File: config.mk
export PLATFORM = sky130hd
export DESIGN_NAME = mixsign_mul
export DESIGN_NICKNAME = d
export VERILOG_FILES = /design/src/rtl/mixmul_pkg.sv /design/src/rtl/mul_mode_dec.sv /design/src/rtl/mul_operand_ext.sv /design/src/rtl/mul_core_s17.sv /design/src/rtl/mixsign_mul.sv
export SDC_FILE = /design/constraint.sdc
export NUM_CORES = 1
export LEC_CHECK = 0
export ABC_AREA = 1
export CAP_MARGIN = 20
export CORE_ASPECT_RATIO = 2
export CORE_UTILIZATION = 30
export DETAILED_ROUTE_END_ITERATION = 16
export GPL_TIMING_DRIVEN = 0
export SLEW_MARGIN = 20
export SYNTH_ARGS = -nofsm -noshare
export SYNTH_HDL_FRONTEND = slang
export SYNTH_HIERARCHICAL = 1
export SYNTH_SLANG_ARGS = --single-unit
File: constraint.sdc
create_clock -name clk_i -period 0.8 [get_ports clk_i]
set_clock_uncertainty 0.05 [all_clocks]
set_input_delay 0.12 -clock clk_i [delete_from_list [all_inputs] [get_ports clk_i]]
set_output_delay 0.12 -clock clk_i [all_outputs]
set_load 0.05 [all_outputs]
File: src/rtl/mixmul_pkg.sv
package mixmul_pkg;
  typedef enum logic [2:0] {
    MD_SS  = 3'd0,
    MD_UU  = 3'd1,
    MD_US  = 3'd2,
    MD_SU  = 3'd3,
    MD_SL  = 3'd4,
    MD_UL  = 3'd5,
    MD_BB  = 3'd6,
    MD_RSV = 3'd7
  } mode_e;

  typedef struct packed {
    logic a_sgn;
    logic b_sgn;
    logic b_lit;
    logic byte_en;
    logic kill;
  } ctrl_t;
endpackage

File: src/rtl/mul_mode_dec.sv
module mul_mode_dec
  import mixmul_pkg::*;
(
  input  logic [2:0] mode_i,
  output ctrl_t      ctrl_o
);
  always_comb begin
    ctrl_o = '0;
    unique case (mode_e'(mode_i))
      MD_SS:   begin ctrl_o.a_sgn = 1'b1; ctrl_o.b_sgn = 1'b1; end
      MD_UU:   ;
      MD_US:   ctrl_o.b_sgn = 1'b1;
      MD_SU:   ctrl_o.a_sgn = 1'b1;
      MD_SL:   begin ctrl_o.a_sgn = 1'b1; ctrl_o.b_lit = 1'b1; end
      MD_UL:   ctrl_o.b_lit = 1'b1;
      MD_BB:   ctrl_o.byte_en = 1'b1;
      default: ctrl_o.kill = 1'b1;
    endcase
  end
endmodule

File: src/rtl/mul_operand_ext.sv
module mul_operand_ext #(
  parameter int W  = 16,
  parameter int LW = 5,
  parameter int BW = 8,
  localparam int EW = W + 1
) (
  input  logic [W-1:0]         data_i,
  input  logic [LW-1:0]        lit_i,
  input  logic                 sgn_en_i,
  input  logic                 lit_en_i,
  input  logic                 byte_en_i,
  input  logic                 kill_i,
  output logic signed [EW-1:0] ext_o
);
  logic [W-1:0] base;
  logic         top_bit;

  always_comb begin
    if (lit_en_i)       base = {{(W-LW){1'b0}}, lit_i};
    else if (byte_en_i) base = {{(W-BW){1'b0}}, data_i[BW-1:0]};
    else                base = data_i;
  end

  // literal is never sign-extended
  assign top_bit = sgn_en_i & ~lit_en_i & base[W-1];
  assign ext_o   = kill_i ? '0 : {top_bit, base};
endmodule

File: src/rtl/mul_core_s17.sv
module mul_core_s17 #(
  parameter int EW = 17,
  parameter int OW = 32
) (
  input  logic signed [EW-1:0] a_i,
  input  logic signed [EW-1:0] b_i,
  output logic        [OW-1:0] p_o
);
  logic signed [OW-1:0] a_w, b_w;

  // low OW bits of a signed product depend only on low OW bits of the operands
  assign a_w = OW'(a_i);
  assign b_w = OW'(b_i);
  assign p_o = a_w * b_w;
endmodule

File: src/rtl/mixsign_mul.sv
module mixsign_mul
  import mixmul_pkg::*;
#(
  parameter int W  = 16,
  parameter int LW = 5,
  parameter int BW = 8,
  localparam int EW = W + 1,
  localparam int OW = 2 * W
) (
  input  logic          clk_i,
  input  logic          rst_ni,
  input  logic          start_i,
  input  logic [2:0]    mode_i,
  input  logic [W-1:0]  op_a_i,
  input  logic [W-1:0]  op_b_i,
  input  logic [LW-1:0] lit_i,
  output logic [OW-1:0] prod_o,
  output logic          valid_o
);
  ctrl_t                ctrl;
  logic signed [EW-1:0] a_ext, b_ext;
  logic        [OW-1:0] core_p;
  logic        [OW-1:0] prod_q;
  logic                 valid_q;

  mul_mode_dec u_dec (
    .mode_i (mode_i),
    .ctrl_o (ctrl)
  );

  mul_operand_ext #(.W(W), .LW(LW), .BW(BW)) u_ext_a (
    .data_i    (op_a_i),
    .lit_i     ('0),
    .sgn_en_i  (ctrl.a_sgn),
    .lit_en_i  (1'b0),
    .byte_en_i (ctrl.byte_en),
    .kill_i    (ctrl.kill),
    .ext_o     (a_ext)
  );

  mul_operand_ext #(.W(W), .LW(LW), .BW(BW)) u_ext_b (
    .data_i    (op_b_i),
    .lit_i     (lit_i),
    .sgn_en_i  (ctrl.b_sgn),
    .lit_en_i  (ctrl.b_lit),
    .byte_en_i (ctrl.byte_en),
    .kill_i    (ctrl.kill),
    .ext_o     (b_ext)
  );

  mul_core_s17 #(.EW(EW), .OW(OW)) u_core (
    .a_i (a_ext),
    .b_i (b_ext),
    .p_o (core_p)
  );

  always_ff @(posedge clk_i or negedge rst_ni) begin
    if (!rst_ni) begin
      prod_q  <= '0;
      valid_q <= 1'b0;
    end else begin
      valid_q <= start_i;
      if (start_i) prod_q <= core_p;
    end
  end

  assign prod_o  = prod_q;
  assign valid_o = valid_q;

  AST_VALID_AFTER_START: assert property (@(posedge clk_i) disable iff (!rst_ni)
    start_i |=> valid_o);
  AST_NO_SPURIOUS_VALID: assert property (@(posedge clk_i) disable iff (!rst_ni)
    !start_i |=> !valid_o);
  AST_PROD_HOLD: assert property (@(posedge clk_i) disable iff (!rst_ni)
    !start_i |=> $stable(prod_o));
  AST_BYTE_UPPER_ZERO: assert property (@(posedge clk_i) disable iff (!rst_ni)
    (start_i && mode_i == 3'd6) |=> prod_o[OW-1:W] == '0);
  AST_RSV_ZERO: assert property (@(posedge clk_i) disable iff (!rst_ni)
    (start_i && mode_i == 3'd7) |=> prod_o == '0);
  AST_RESET_IDLE: assert property (@(posedge clk_i)
    !rst_ni |-> (prod_o == '0 && !valid_o));
endmodule

### Word-level counts from Yosys, hierarchy flattened

Index checks and enable logic that the tools add are counted.

| cells by class | value |
|---|---|
| $add $sub $neg | 0 |
| $mul | 1 |
| div/mod/pow operators | 0 |
| order comparisons | 0 |
| eq/ne operators | 6 |
| shifts and indexed selects | 0 |
| multiplexer cells | 9 |
| bitwise gates (word level) | 4 |
| reduce and logical (&&, ||, !) cells | 5 |

Operators with widths:

| operator | number |
|---|---|
| two-way mux 16 bit | 3 |
| two-way mux 17 bit | 2 |
| multiplier 17 x 17 -> 32 bit | 1 |
| equality test 3 bit (second input constant) | 3 |
| OR reduction 7 bit | 1 |
| equality test 3 x 2 -> 1 bit (second input constant) | 2 |
| two-way mux 1 bit | 4 |
| OR reduction 2 bit | 2 |
| bitwise AND 1 bit | 3 |
| equality test 3 x 1 -> 1 bit (second input constant) | 1 |
| logical NOT 3 bit | 1 |
| OR reduction 3 bit | 1 |
| inverter 1 bit | 1 |

| word-level totals | value |
|---|---|
| bits in registers | 33 |
| latch bits | 0 |
| memory bits (writable) | 0 |
| bits in read-only memories | 0 |
| bits of input ports | 43 |
| memories | 0 |

### Logic depth before layout (Yosys ltp)

Gate-level depths: netlist of run 1.

| logic depth | value |
|---|---|
| depth in word-level cells | 8 |
| depth in mapped cells | 35 |
| depth with buffers taken out | 33 |

### Cells and area by module

The synthesis of run 1 kept the hierarchy.

Modules (own cells, without submodules):

| module | instances | cells an instance | area each (µm²) | seq. area each (µm²) |
|---|---|---|---|---|
| mul_core_s17 | 1 | 1513 | 11312.1 | 0.0 |
| mixsign_mul | 1 | 138 | 1321.3 | 825.8 |
| mul_operand_ext | 2 | 46 | 183.9 | 0.0 |
| mul_mode_dec | 1 | 11 | 46.3 | 0.0 |

### Worst setup path after synthesis of run 1

No wires, ideal clock.

| timing | value |
|---|---|
| path type | input -> register |
| start point | input port mode_i[1] |
| end point | register prod_q[31], in the netlist prod_o[31] |
| library setup time | 0.119 ns |
| arrival | 5.809 ns |
| required time | 0.631 ns |
| slack | -5.178 ns |
| stages | 29 |
| path buffers | 2 |
| cells stage by stage | nand2_1 nor2_1 nor2_2 nand2_1 nor2_1 buf_2 clkbuf_1 nand2_1 inv_1 fa_1 fa_1 inv_1 fa_1 fa_1 fa_1 fa_1 inv_1 ha_1 nand2_1 nor2_1 nand2_1 nor3_1 nand2_1 inv_1 nor2_1 nand3_1 nand2_1 nand2_1 nand2_1 |

RTL lines:

| item | line | RTL |
|---|---|---|
| start, declared | mixsign_mul.sv:13 | `input logic [2:0] mode_i,` |
| equality test 3 x 2 -> 1 bit, or another cell as far along | mul_mode_dec.sv:9 | `unique case (mode_e'(mode_i))` |
| OR reduction 3 bit (no line) or two-way mux 1 bit (tied branches) | - |  |
| two-way mux 1 bit or two-way mux 16 bit (tied branches) | mul_mode_dec.sv:9, mul_operand_ext.sv:20 |  |
| bitwise AND 1 bit | mul_operand_ext.sv:25 | `assign top_bit = sgn_en_i & ~lit_en_i & base[W-1];` |
| two-way mux 17 bit (*) | mul_operand_ext.sv:26 | `assign ext_o = kill_i ? '0 : {top_bit, base};` |
| via a_ext[16] | mixsign_mul.sv:21 | `logic signed [EW-1:0] a_ext, b_ext;` |
| multiplier 17 x 17 -> 32 bit (*) | mul_core_s17.sv:14 | `assign p_o = a_w * b_w;` |
| via core_p[31] | mixsign_mul.sv:22 | `logic [OW-1:0] core_p;` |
| end signal, assigned | mixsign_mul.sv:63 | `if (start_i) prod_q <= core_p;` |
| end, declared | mixsign_mul.sv:23 | `logic [OW-1:0] prod_q;` |

Mark *: on every way through the listed nets, which the timed path passes. The rest lies on a longest branch.
A chain may end at the register's enable or synchronous reset.

### Worst setup path in the final report of run 1

| timing | value |
|---|---|
| start point | input port mode_i[2] |
| end point | register prod_q[31], in the netlist prod_o[31] |

RTL lines:

| item | line | RTL |
|---|---|---|
| equality test 3 bit | mul_mode_dec.sv:9 |  |
| OR reduction 2 bit (no line) | - |  |
| two-way mux 1 bit | mul_mode_dec.sv:9 |  |
| two-way mux 16 bit | mul_operand_ext.sv:19 | `if (lit_en_i) base = {{(W-LW){1'b0}}, lit_i};` |
| two-way mux 17 bit (*) | mul_operand_ext.sv:26 |  |
| via b_ext[4] | mixsign_mul.sv:21 |  |
| multiplier 17 x 17 -> 32 bit (*) | mul_core_s17.sv:14 |  |
| via core_p[31] | mixsign_mul.sv:22 |  |

Marked as above.

==> results of run 1 <==
Yosys cell counts, types with 3 or more instances:
cell type	n	area (um2)
nor2_1	97	364
o21ai_0	21	105
a21oi_1	30	150
o21bai_1	3	22.5
buf_6	3	33.8
nor3_1	8	40.0
fa_1	282	5650
nand4_1	10	62.6
dfrtp_1	33	826
buf_2	4	20.0
xor2_1	19	166
xnor2_1	6	52.6
nand3_1	35	175
nor2_2	3	18.8
clkbuf_1	60	225
nand2_1	497	1870
nand2_2	12	75.1
clkbuf_8	3	41.3
ha_1	82	1030
or2_2	6	37.5
inv_1	521	1960
buf_1	3	11.3
worst reg2reg max path: stages (launching register included):
cell,delay [ns]
dfrtp_1,0.40
nand2_1,0.08
nand2_1,0.05
sequential cells by signal, summed over array words and instances (netlist names):
register	count
valid_o	1
prod_o	32
per-layer routing:
layer,part of all wire,global-route usage
met5,0,0
met4,0.12,0.217
met3,0.036,0.0200
met2,0.55,0.427
met1,0.29,0.188
power by group:
part           leakage (nW)  total [W]  switching, W  internal (W)
clock                0.0696    0.00187      0.000729       0.00114
combinational          9.62     0.0551        0.0316        0.0234
sequential            0.406    0.00307      0.000561       0.00251
total                  10.1     0.0600        0.0329        0.0271
repair_timing:
action,CTS,global route
buffers inserted,89,29
gates resized for setup,465,267
pin swaps,120,103
hold endpoints to repair,33,0
hold buffers,1,0
cloned,2,3
setup endpoints to repair,65,65
through the flow:
| stage | setup TNS [ns] | std cells | hold slack, ns |
|---|---|---|---|
| floorplan | -119.26 | 1765 | -0.226 |
| detailed placement | -183.89 | 2386 | -0.127 |
| global route | -142.76 | 2502 | 0.115 |
| finish | -135.49 | 2502 | 0.116 |
| CTS | -142.65 | 2479 | 0.119 |
| global placement | -218.17 | 2385 | 0.411 |
cell usage in the layout, fill, tap and decap left out, types with 3 or more instances in the layout:
master,synthesis,layout
conb_1,1,12
inv_2,2,65
or2_2,6,5
buf_4,0,82
nand3_2,1,12
nor2_1,97,46
nand2_2,12,59
nand2_4,0,26
clkbuf_16,0,23
a21oi_2,0,12
buf_8,0,13
nor3_2,0,6
buf_12,1,14
o21ai_4,0,3
nand2_8,0,5
xnor2_1,6,5
clkbuf_8,3,22
inv_1,521,449
o21ai_1,2,6
nand4_1,10,10
nand3_1,35,23
ha_4,0,44
o21ai_0,21,8
xor2_1,19,14
nor2_4,0,34
fa_2,0,40
inv_4,0,7
a21oi_4,0,12
a21oi_1,30,6
nand2_1,497,419
clkdlybuf4s50_1,0,38
o21ai_2,1,7
nor2_2,3,20
xor2_2,0,5
ha_1,82,36
dfrtp_1,33,33
fa_1,282,242
buf_6,3,65
cells by family after synthesis:
group           share of synthesized area
buf+inv                             0.178
other cells                      0.000287
simple gates                        0.204
compound gates                     0.0260
flops                              0.0633
xor+xnor                           0.0168
fa+ha+maj                           0.511
cell type report:
cell class	instances	area, um2	share of cell area
timing repair buffer	197	2010	0.109
multi-input combinational	1134	11700	0.637
sequential	33	826	0.0450
clock buffer	5	125	0.00681
tap	545	682	0.0371
inverter	524	2000	0.109
buffer	61	996	0.0542
clock inverter	3	17.5	0.000954
path summary, 6_finish.rpt:
path,from,end,cells after the start,slack (ns)
max,mode_i[2],prod_o[31],31,-4.91
min,rst_ni,prod_o[0],2,0.12
max reg2reg,prod_o[13],prod_o[13],2,0.12
min reg2reg,prod_o[10],prod_o[10],2,0.43
max in group asynchronous,rst_ni,prod_o[22],3,0.22
min in group clk_i,start_i,valid_o,1,0.29
==> impl_results.md, run 1 <==
* CTS Buffer Depth at 2
* Startpoint types: input pin
* Port Buf Inserts at 75
* CTS tree: built
* Reg clk slew, reported paths at 0.05 ns
* Post-synth EDFFs at 0
* Failing checks: negative setup slack
* Synthesized flop and latch total at 33
* Critical-path top delay cell: fa_2
* Status: finished, violations left
* Setup WS post-layout at -4.91 ns
* Worst vdd ir at 0.00329 V
* Die ar. at 44,400 um2
* Arrival @ worst endpoint at 5.83 ns
* Hold Path Class: input pin to asynchronous set/reset pin
* Max incr delay on CP at 0.60 ns
* Critical-path maximum fanout at 5
* Endpoints failing setup at 65
* Drt wl/cell at 18.8 um
* Die H at 297 um
* Pwr/cell area at 3270 nW/um2
* Ports at 76
* Area Overhead vs Synth at 40.7%
* First-pass GRT wire length at 72,100 um
* N_diodes at 0
* Leak at 10.1 nW
* CP most frequent cell: nand2_2
* Ratio of cells with drive above 1 in the final layout at 0.307
* Remaining antenna violation count at 0
* Fin nets at 2,363
* GRT overflow at 0
* Vias in the first global route at 13.3k
* Max cap viols at 0
* Post-Synthesis Cells at 1,754
* # clock sinks at 33
* Crit path kind: input pin to flop
* Initial core utilization at 0.306
* Synth unique cells at 35
* DP Area at 15,300 um2
* Yosys warns at 6
* RSZ-0062 raised after global routing: true
* Initial antenna violation count at 0
* Largest net degree at the start of global routing at 33
* CTS HTree Levels at 2
* WP buf/inv at 10
* Ys async rst share at 1.00
* DRT iter0 DRCs at 442
* CP Capture Type: flop
* Top_reg_cell synth: dfrtp_1
* Die width at 149 um
* Sequential area share after synthesis at 0.0633
* Crit-path leading delay family: adder cells
* Fin crit period at 5.71 ns
* Final Hold Viols at 0
* Achievable frequency at 0.175 GHz
* Vias at 11.7k
* Drt drc at 0
* DP HPWL at 37,300 um
* CTS root buf: clkbuf_16
* Setup WS pre-CTS at -6.36 ns
* Final max-slew violation count at 0
* Via-to-Cell Ratio at 4.67
* Wirelength, routed at 47,200 um
* Pwr Total at 0.0600 W
* Fin area at 18,400 um2
* Worst skew pair latency at 0.28 ns
* Fin util at 0.430
* Post-Syn Area at 13,000 um2
* Core area at 42,700 um2
* Total CTS buffers at 5
* Req. time, crit path at 0.92 ns
* Syn avg cell area at 7.44 um2
* RePlAce Congestion at 0.960
* # rows at 107
* Period Utilization, post-route at 7.14
* Overall Global Routing Usage at 0.221
* First-pass DRT Iterations at 5
* FILL cells at 4,134
Power figures use the tool's default switching activity.
==> inputs of run 2 (changes only) <==
Settings changed: SYNTH_HIERARCHICAL 1 to unset.
==> run 2 against run 1 <==
Net effect:
- the flow still finishes with violations (negative setup slack)
- die area shrank 5.8%
- via count shrank 13%
- combinational power grew 14%
- wire length shrank 17%
- total power grew 13%
- global-route usage shrank 2.3 points
- final cell count shrank 12%
- largest cell class unchanged
- clock power is essentially flat
- synthesized cell count shrank 13%
- area after synthesis shrank 5.8%
- sequential cell count is the same
- worst hold slack gained 0.0031 ns
==> impl_results.md, run 2 <==
* Cells after DPL at 2,127 (-11%)
* Worst Max-Slew Pin Slew at 0.828 ns
* Register area at 826 um2 (unchanged)
* Die H at 288 um (-2.9%)
* Synthesized flop and latch total at 33 (unchanged)
* Wirelength, routed at 39,200 um (-17%)
* # rows at 104 (-2.8%)
* Port Buf Inserts at 68 (-9.3%)
* Period Utilization, post-route at 7.31 (+0.172)
* Sequential area share after synthesis at 0.0672 (+0.00392)
* CTS Buffer Depth at 2 (unchanged)
* First-pass DRT Iterations at 7 (+2)
* Failing checks: negative setup slack
* Worst skew pair latency at 0.28 ns (about the same)
* Die width at 145 um (-2.9%)
* Drt drc at 0 (unchanged)
* CP Capture Type: flop
* Metal-1 WL at 13,000 um (-5.7%)
* Synth top cells by count: inv_1 (406), nand2_1 (308), fa_1 (282)
* Area occupied by multi-input gates at 10,900 um2 (-6.6%)
* Req. time, crit path at 0.92 ns (about the same)
* Endpoints failing setup at 65 (unchanged)
* Commonest cells after routing, fill and taps aside: inv_1 (376), fa_1 (264), nand2_1 (260)
* RSZ-0062 raised after global routing: true
* Metal3 WL at 1440 um (-16%)
* Top routing layer in use: met4
* # clock sinks at 33 (unchanged)
* Crit path kind: input pin to flop
* CTS root buf: clkbuf_16
* Critical-path maximum fanout at 6 (+1)
* Vias at 10.2k (-13%)
* Ports at 76 (unchanged)
* Crit-path leading delay family: adder cells
* Critical-path top delay cell: fa_2
* GRT overflow at 0 (unchanged)
* Slack of the worst reg-to-reg path at -0.07 ns (-0.19 ns)
* RePlAce Congestion at 0.927 (-3.4%)
* Leak at 7.91 nW (-22%)
* Pwr Total at 0.0680 W (+13%)
* Initial antenna violation count at 0 (unchanged)
* Hold Path Class: input pin to asynchronous set/reset pin
* Die ar. at 41,800 um2 (-5.8%)
* Final cell count without fillers at 2,196 (-12%)
* Achievable frequency at 0.171 GHz (-2.4%)
* Reg clk slew, reported paths at 0.05 ns (about the same)
* Max incr delay on CP at 0.60 ns (about the same)
* Status: finished, violations left
* Arrival @ worst endpoint at 5.97 ns (+0.14 ns)
* Fin nets at 2,072 (-12%)
* CP most frequent cell: fa_1
* Setup WS post-layout at -5.05 ns (-0.138 ns)
* Commonest non-fill, non-tap cell in the layout: inv_1
* CTS HTree Levels at 2 (unchanged)
* Via-to-Cell Ratio at 4.66 (-0.38%)
* Drt wl/cell at 17.8 um (-5.4%)
* Yosys warns at 0 (-6)
* Most common cell in the synthesized netlist: inv_1
* Pwr/cell area at 4320 nW/um2 (+32%)
* Met2 WL post-DR at 21,800 um (-16%)
* Post-synth top area share at 0.459 (+0.0268)
* Post-synth EDFFs at 0 (unchanged)
* Syn nets at 1,935
* Total CTS buffers at 5 (unchanged)
* Max cap viols at 0 (unchanged)
* Synth unique cells at 44 (+26%)
* Fin crit period at 5.85 ns (+0.138 ns)
* Ratio of cells with drive above 1 in the final layout at 0.226 (-0.0808)
* DP HPWL at 34,200 um (-8.3%)
* Remaining antenna violation count at 0 (unchanged)
* Overall Global Routing Usage at 0.198 (-0.0229)
* Startpoint types: input pin
* Top_reg_cell synth: dfrtp_1
* Max_slew headroom at 0.448
* FILL cells at 4,129 (-0.12%)
* Post-Synthesis Cells at 1,528 (-13%)
* Post-Syn Area at 12,300 um2 (-5.8%)
* Syn avg cell area at 8.04 um2 (+8.1%)
* Ys async rst share at 1.00 (unchanged)
* DRT iter0 DRCs at 456 (+3.2%)
* Final max-slew violation count at 0 (unchanged)
* Core area at 40,300 um2 (-5.5%)
* Synth area leader: fa_1
* N_diodes at 0 (unchanged)
* WP buf/inv at 9 (-1)
* First-pass GRT wire length at 63,000 um (-13%)
* Area Overhead vs Synth at 28.2%
* Worst vdd ir at 0.00233 V (-29%)
* Largest net degree at the start of global routing at 32 (-3.0%)
* CTS tree: built
* Synth area leaders: fa_1 (46%), inv_1 (12%), nand2_1 (9.4%)
* Final Hold Viols at 0 (unchanged)
* Largest register FFs at 32 (unchanged)
* Initial core utilization at 0.305 (-0.000920)
* Vias in the first global route at 11.5k (-14%)
## run 2: layout make-up
cell class | instances | share of cell area
plain buffers | 33 | 0.0172
flip-flops and latches | 33 | 0.0524
clock inverters | 2 | 0.000636
repair buffers | 130 | 0.0826
clock buffers | 6 | 0.00818
inverters | 415 | 0.102
multi-input cells | 1047 | 0.694
well taps | 530 | 0.0421
## run 2: timing repair
| action | CTS | global route |
|---|---|---|
| gates resized for setup | 436 | 74 |
| pin swaps | 65 | 38 |
| setup buffers | 43 | 17 |
| setup endpoints to repair | 65 | 65 |
| cloned | 0 | 0 |
| hold endpoints to repair | 33 | 0 |
| hold buffers | 1 | 0 |
## run 2: per-stage QoR
stage | worst slack [ns] | utilization | hold WS (ns) | area [um2] | TNS, ns
2_1_floorplan | -4.70 | - | -0.226 | 12800 | -118.74
3_3_place_gp | -6.52 | 0.351 | 0.410 | 14200 | -223.20
3_5_place_dp | -6.60 | 0.351 | -0.117 | 14200 | -187.35
4_1_cts | -5.11 | 0.380 | 0.116 | 15300 | -138.94
5_1_grt | -5.30 | 0.390 | 0.133 | 15700 | -145.76
6_report | -5.05 | 0.390 | 0.119 | 15700 | -139.17
## run 2: where the power goes
part	switching (W)	total (W)	leakage [nW]	internal, W
logic	0.0367	0.0629	7.44	0.0262
registers	0.000658	0.00323	0.400	0.00257
clock network	0.000715	0.00186	0.0706	0.00114
total	0.0380	0.0680	7.91	0.0300
## run 2: path summary, 6_finish.rpt
kind / startpoint / to / cells after the start
max in group asynchronous: rst_ni / prod_o[23] / 3
min in group clk_i: start_i / valid_o / 1
hold reg to reg: prod_o[2] / prod_o[2] / 2
setup / recovery: mode_i[1] / prod_o[22] / 30
setup reg to reg: prod_o[12] / prod_o[12] / 3
hold / removal: rst_ni / prod_o[3] / 2
## run 2: logic make-up (layout without fill, tap and decap cells)
family	count (synthesis)	in the layout	share of synthesized area
AO/OA/AOI/OAI	92	92	0.0442
XOR/XNOR	16	16	0.0114
adder cells (fa/ha/maj)	364	364	0.543
buffers and inverters	448	586	0.140
flip-flops	33	33	0.0672
multiplexers	3	3	0.00550
AND/OR/NAND/NOR	572	572	0.189
## run 2: layer usage
layer / GRT usage / up-vias
met2: 0.386 / 300
met1: 0.200 / 5104
met5: 0 / -
met4: 0.131 / 0
met3: 0.0180 / 117
li1: - / 4702
## run 2: worst reg2reg max path, stage by stage, from the launching register on
cell	delay, ns
dfrtp_1	0.42
buf_4	0.15
nand2_1	0.05
o21ai_0	0.08
